### src/rtl/wdk_pkg.sv
package wdk_pkg;
  localparam int unsigned DW = 8;

  localparam logic [1:0] A_CTRL = 2'd0;
  localparam logic [1:0] A_CODE = 2'd1;
  localparam logic [1:0] A_CNT  = 2'd2;
  localparam logic [1:0] A_STAT = 2'd3;

  localparam logic [DW-1:0] KEY_CLEAR   = 8'h4E;
  localparam logic [DW-1:0] KEY_DISABLE = 8'hB1;

  localparam logic [1:0] WIN_HALF = 2'b10;

  localparam int unsigned ST_ACT = 0;
  localparam int unsigned ST_IRQ = 1;

  typedef struct packed {
    logic [1:0] win;
    logic [1:0] tsel;
    logic       rst_sel;
    logic       en;
  } ctrl_t;

  localparam int unsigned CTRL_W = $bits(ctrl_t);
  localparam ctrl_t CTRL_RST = '{win: 2'b00, tsel: 2'b00, rst_sel: 1'b1, en: 1'b1};
endpackage

### src/rtl/wdk_prescaler.sv
module wdk_prescaler #(
  parameter int unsigned BASE_LOG2 = 10,
  parameter int unsigned SEL_W     = 2,
  parameter int unsigned STEP      = 2
) (
  input  logic             clk_i,
  input  logic             rst_ni,
  input  logic             run_i,
  input  logic             restart_i,
  input  logic [SEL_W-1:0] tsel_i,
  output logic             tick_o
);
  localparam int unsigned NSEL = 1 << SEL_W;
  localparam int unsigned PW   = BASE_LOG2 + STEP * (NSEL - 1);

  logic [PW-1:0]   pre_q;
  logic [NSEL-1:0] tap;

  always_ff @(posedge clk_i or negedge rst_ni) begin
    if (!rst_ni)                   pre_q <= '0;
    else if (!run_i || restart_i)  pre_q <= '0;
    else                           pre_q <= pre_q + 1'b1;
  end

  // one terminal-count tap per period code
  for (genvar g = 0; g < NSEL; g++) begin : g_tap
    assign tap[g] = &pre_q[BASE_LOG2 + STEP * g - 1 : 0];
  end

  assign tick_o = run_i & tap[tsel_i];
endmodule

### src/rtl/wdk_counter.sv
module wdk_counter import wdk_pkg::*; #(
  parameter int unsigned CNT_W = 8
) (
  input  logic             clk_i,
  input  logic             rst_ni,
  input  logic             run_i,
  input  logic             restart_i,
  input  logic             tick_i,
  input  logic [1:0]       win_i,
  output logic [CNT_W-1:0] cnt_o,
  output logic             wrap_o,
  output logic             clr_ok_o
);
  localparam logic [CNT_W-1:0] TOP  = '1;
  localparam logic [CNT_W-1:0] HALF = {1'b1, {(CNT_W-1){1'b0}}};

  logic [CNT_W-1:0] cnt_q;

  always_ff @(posedge clk_i or negedge rst_ni) begin
    if (!rst_ni)                   cnt_q <= '0;
    else if (!run_i || restart_i)  cnt_q <= '0;
    else if (tick_i)               cnt_q <= cnt_q + 1'b1;
  end

  assign wrap_o   = run_i & tick_i & (cnt_q == TOP);
  // half window: past half period, at least one step before wrap
  assign clr_ok_o = (win_i != WIN_HALF) || ((cnt_q >= HALF) && (cnt_q != TOP));
  assign cnt_o    = cnt_q;
endmodule

### src/rtl/wdk_regs.sv
module wdk_regs import wdk_pkg::*; (
  input  logic          clk_i,
  input  logic          rst_ni,
  input  logic          wr_en_i,
  input  logic [1:0]    wr_addr_i,
  input  logic [DW-1:0] wr_data_i,
  input  logic          fault_i,
  output ctrl_t         ctrl_o,
  output logic          active_o,
  output logic          irq_st_o,
  output logic          rst_req_o,
  output logic          clr_key_o,
  output logic          stat_clr_o
);
  ctrl_t ctrl_q;
  logic  active_q, irq_q, rst_q;
  logic  ctrl_wr, code_wr, stat_wr, dis_key;

  assign ctrl_wr = wr_en_i && (wr_addr_i == A_CTRL);
  assign code_wr = wr_en_i && (wr_addr_i == A_CODE);
  assign stat_wr = wr_en_i && (wr_addr_i == A_STAT);

  assign clr_key_o  = code_wr && (wr_data_i == KEY_CLEAR) && active_q;
  assign dis_key    = code_wr && (wr_data_i == KEY_DISABLE) && !ctrl_q.en;
  assign stat_clr_o = stat_wr && wr_data_i[ST_IRQ];

  always_ff @(posedge clk_i or negedge rst_ni) begin
    if (!rst_ni)      ctrl_q <= CTRL_RST;
    else if (ctrl_wr) ctrl_q <= ctrl_t'(wr_data_i[CTRL_W-1:0]);
  end

  always_ff @(posedge clk_i or negedge rst_ni) begin
    if (!rst_ni)                        active_q <= 1'b1;
    else if (ctrl_wr && wr_data_i[0])   active_q <= 1'b1;
    else if (dis_key)                   active_q <= 1'b0;
  end

  // set wins over a same-cycle clear
  always_ff @(posedge clk_i or negedge rst_ni) begin
    if (!rst_ni)                         irq_q <= 1'b0;
    else if (fault_i && !ctrl_q.rst_sel) irq_q <= 1'b1;
    else if (stat_clr_o)                 irq_q <= 1'b0;
  end

  always_ff @(posedge clk_i or negedge rst_ni) begin
    if (!rst_ni) rst_q <= 1'b0;
    else         rst_q <= fault_i && ctrl_q.rst_sel;
  end

  assign ctrl_o    = ctrl_q;
  assign active_o  = active_q;
  assign irq_st_o  = irq_q;
  assign rst_req_o = rst_q;
endmodule

### src/rtl/keyed_window_wdt.sv
module keyed_window_wdt import wdk_pkg::*; #(
  parameter int unsigned BASE_LOG2 = 10,
  parameter int unsigned CNT_W     = 8
) (
  input  logic          clk_i,
  input  logic          rst_ni,
  input  logic          wr_en_i,
  input  logic [1:0]    wr_addr_i,
  input  logic [DW-1:0] wr_data_i,
  input  logic [1:0]    rd_addr_i,
  output logic [DW-1:0] rd_data_o,
  output logic          rst_req_o,
  output logic          irq_o
);
  ctrl_t            ctrl;
  logic             active, irq_st, clr_key, stat_clr;
  logic             tick, wrap, clr_ok, fault;
  logic [CNT_W-1:0] cnt;

  wdk_regs u_regs (
    .clk_i      (clk_i),
    .rst_ni     (rst_ni),
    .wr_en_i    (wr_en_i),
    .wr_addr_i  (wr_addr_i),
    .wr_data_i  (wr_data_i),
    .fault_i    (fault),
    .ctrl_o     (ctrl),
    .active_o   (active),
    .irq_st_o   (irq_st),
    .rst_req_o  (rst_req_o),
    .clr_key_o  (clr_key),
    .stat_clr_o (stat_clr)
  );

  wdk_prescaler #(.BASE_LOG2(BASE_LOG2), .SEL_W(2), .STEP(2)) u_pre (
    .clk_i     (clk_i),
    .rst_ni    (rst_ni),
    .run_i     (active),
    .restart_i (clr_key),
    .tsel_i    (ctrl.tsel),
    .tick_o    (tick)
  );

  wdk_counter #(.CNT_W(CNT_W)) u_cnt (
    .clk_i     (clk_i),
    .rst_ni    (rst_ni),
    .run_i     (active),
    .restart_i (clr_key),
    .tick_i    (tick),
    .win_i     (ctrl.win),
    .cnt_o     (cnt),
    .wrap_o    (wrap),
    .clr_ok_o  (clr_ok)
  );

  // a service write suppresses a coincident wrap; a mistimed one is a fault itself
  assign fault = (wrap && !clr_key) || (clr_key && !clr_ok);

  always_comb begin
    rd_data_o = '0;
    case (rd_addr_i)
      A_CTRL:  rd_data_o = {{(DW-CTRL_W){1'b0}}, ctrl};
      A_CNT:   rd_data_o = DW'(cnt);
      A_STAT: begin
        rd_data_o[ST_ACT] = active;
        rd_data_o[ST_IRQ] = irq_st;
      end
      default: rd_data_o = '0;
    endcase
  end

  assign irq_o = irq_st;
endmodule

### config.mk
export PLATFORM = sky130hd
export DESIGN_NAME = keyed_window_wdt
export DESIGN_NICKNAME = d
export VERILOG_FILES = /design/src/rtl/wdk_pkg.sv /design/src/rtl/wdk_prescaler.sv /design/src/rtl/wdk_counter.sv /design/src/rtl/wdk_regs.sv /design/src/rtl/keyed_window_wdt.sv
export SDC_FILE = /design/constraint.sdc
export NUM_CORES = 1
export LEC_CHECK = 0
export ABC_AREA = 1
export BUFFER_PORTS_ARGS = -buffer_cell sky130_fd_sc_hd__buf_2
export CORE_MARGIN = 2
export CORE_UTILIZATION = 57
export DETAILED_ROUTE_END_ITERATION = 10
export PLACE_DENSITY = 0.84
export SKIP_CTS_REPAIR_TIMING = 1
export SLEW_MARGIN = 5
export SYNTH_ARGS = -nofsm -noshare
export SYNTH_HDL_FRONTEND = slang
export SYNTH_SLANG_ARGS = --single-unit
### constraint.sdc
create_clock -name clk_i -period 2 [get_ports clk_i]
set_input_delay 0.2 -clock clk_i [delete_from_list [all_inputs] [get_ports clk_i]]
set_output_delay 0.2 -clock clk_i [all_outputs]
set_load 0.01 [all_outputs]
==> results.cfg <==
[clocking]
cts_tree = built
clockRootBuffer = clkbuf_4
cts.sinks = 33
htree_levels = 2
cts_buffers = 5
cts.path.max_buffers = 2
cts.clk_slew.worst_paths_ps = 110
clk_latency_ps = 340

[synthesis]
synthAdderAreaFrac_pct = 1.906
yosys.area_share.simple_pct = 31.13
synth_async_sr_flop_share_pct = 100.0
synth.avg_cell_area_sq_um = 7.815
ys_seq_area_share_pct = 42.12
yosys_warnings = 0
synth_edf_count = 0
synth-compound-area-share_pct = 11.18
synth.largest_area_cell = dfrtp_1
ys.flop_type = dfrtp_1
synth_seq_cells = 33
synth_xor_area_share_pct = 4.447
synthesis.nets = 270
synth.top_cell.area_share_pct = 38.12
synth.area.top_cells = dfrtp_1 38%, nand2_1 8.2%, inv_1 7.4%
synth_area_sq_mm = 0.001969
synth.most_common_cell = nand2_1
ys_types = 31
syn_inst = 252
ys_top_cells_by_count = 43 x nand2_1, 39 x inv_1, 35 x nor2_1, 30 x dfrtp_1, 19 x o21ai_0
synth_top_family_by_area = simple AND/OR/NAND/NOR gates
muxShareOfSynthArea_pct = 0

[cells_and_area]
final_area_sq_mm = 0.002185
n_fill_cell = 288
synthToLayoutAreaGrowth_pct = 10.93
seq_area_sq_um = 829.5
final_layout_size_suffix_gt1_share_pct = 19.43
multi_input_area_sq_um = 958.4
num_antenna_cells = 0
nets = 300

[sta]
rsz0062_at_grt = no
slew_headroom_pct = 51.81
period_share_pct = 81.47
slew_viol_final = 0
worst_slew_pin_slew_ps = 722.8
clock.fmax_ghz = 0.6137
fin_crit_ps = 1629
finalHoldViolCount = 0
fin_skew_ps = 16.50
tns_ps = 0
setup_viol = 0

[floorplan]
dieHeight_um = 62.78
die_x_um = 62.78
rows = 21
fp.dieArea_sq_mm = 0.003941
initial_core_util_pct = 59.02
core_area_sq_mm = 0.003337
num_io_pins = 25

[drt]
dr_total_vias = 1715
drt_pre_antenna_iters = 4
wl_per_cell_um = 12.27
routed_wirelength_mm = 4.037
via_per_inst = 5.213
drtIter0Drc = 108
drc = 0
antenna_left = 0

[run_status]
status = finished, final reports clean

[placed_design]
io_buffers = 24
dpl-instance-area_sq_mm = 0.002126
place.gp.congestion = 0.8211
hpwl_mm = 3.023

[worst_setup_path]
cp.arrival_ps = 1840
cp.required_ps = 2210
r2r_slack_ps = 370
startpoint_type = flip-flop
worstSetupEndpointType = flip-flop
crit_type = flip-flop to flip-flop
worstPathMaxFanout = 11

[pwr]
p_leak_nw = 1.086
total_power_mw = 1.597
vdd_drop_max_mv = 0.5162
power_density_mw_per_mm2 = 730.9

[grt]
antenna_found_initial = 0
grt_pass1_vias = 1568
grt-ovfl-total = 0
grt_usage_pct = 23.69
grt_max_degree = 34
grt_pass1_wl_mm = 7.251

[job]
cap_violations = 0

[min_path]
hold_path_class = primary input to flip-flop
power by group:
part           switching [mW]  internal, mW  total [mW]  leakage [nW]
combinational           0.247         0.142       0.389         0.634
clock                   0.220         0.140       0.360        0.0265
sequential             0.0818         0.766       0.848         0.425
total                   0.548          1.05        1.60          1.09
logic make-up (layout without fill, tap and decap cells):
family,Yosys count,after routing
buf+inv,43,74
xor+xnor,10,10
compound gates,37,37
simple gates,126,126
flops,33,33
fa+ha+maj,3,3
critical path, cell delays in order (launching register included):
cell and delay, ps:
dfrtp_1 430, ha_1 230, nand2_2 100, nor2_4 160
nand3_4 90, nor2_4 180, nand2_4 80, nand2_4 140
o21ai_0 110
per-stage QoR:
stage,util [%],hold WS [ps],worst slack [ps],cells
6_report,65.47,87.07,370.6,329
3_5_place_dp,63.70,305.2,396.5,320
4_1_cts,65.17,-63.07,368.4,328
2_1_floorplan,-,-95.59,511.9,252
3_3_place_gp,63.70,295.8,490.2,320
5_1_grt,65.47,96.27,248.0,329
placed cells by master, fill, tap and decap left out, types with 2 or more instances in the layout:
master    instances
inv_1            39
buf_2            24
dfstp_2           3
o22ai_1           2
o221ai_1          2
nor2_4            4
o21ai_2           2
xor2_1            8
nand4_1           5
nand2_2           8
nor3_1            8
o21ai_0          19
dfrtp_1          30
ha_1              3
clkbuf_1          3
xnor2_1           2
nand2_4           2
a21oi_1           9
nor2_1           35
nand2_1          43
clkbuf_4          5
nand3_1          16
worst paths after layout:
path | from | endpoint | depth (start not counted)
setup reg to reg | u_pre.pre_q[0] | u_cnt.cnt_o[5] | 8
hold reg to reg | u_pre.pre_q[0] | u_pre.pre_q[0] | 1
setup / recovery | u_pre.pre_q[0] | u_cnt.cnt_o[5] | 8
hold / removal | wr_data_i[1] | u_regs.ctrl_o[1] | 3
min in group asynchronous | rst_ni | u_regs.irq_st_o | 2
max in group asynchronous | rst_ni | u_regs.ctrl_o[5] | 2
sequential cells by signal, summed over array words and instances (netlist names):
signal / count
u_regs.rst_req_o: 1
u_regs.irq_st_o: 1
u_cnt.cnt_o: 8
u_regs.active_o: 1
u_pre.pre_q: 16
u_regs.ctrl_o: 6
routing by layer:
layer / up-vias / global-route usage, % / wire length, um
met5: - / 0 / 0
met4: 0 / 7.500 / 48
met3: 5 / 6.126 / 155
met2: 32 / 37.50 / 1948
met1: 809 / 31.99 / 1884
li1: 869 / - / -
layout make-up:
class | count | share of cell area (%)
inverter | 40 | 6.987
timing repair buffer | 26 | 6.300
tap | 46 | 2.635
multi-input combinational | 176 | 43.87
clock buffer | 8 | 2.234
sequential | 33 | 37.97
Note: power is estimated with default switching activity, not from simulation.
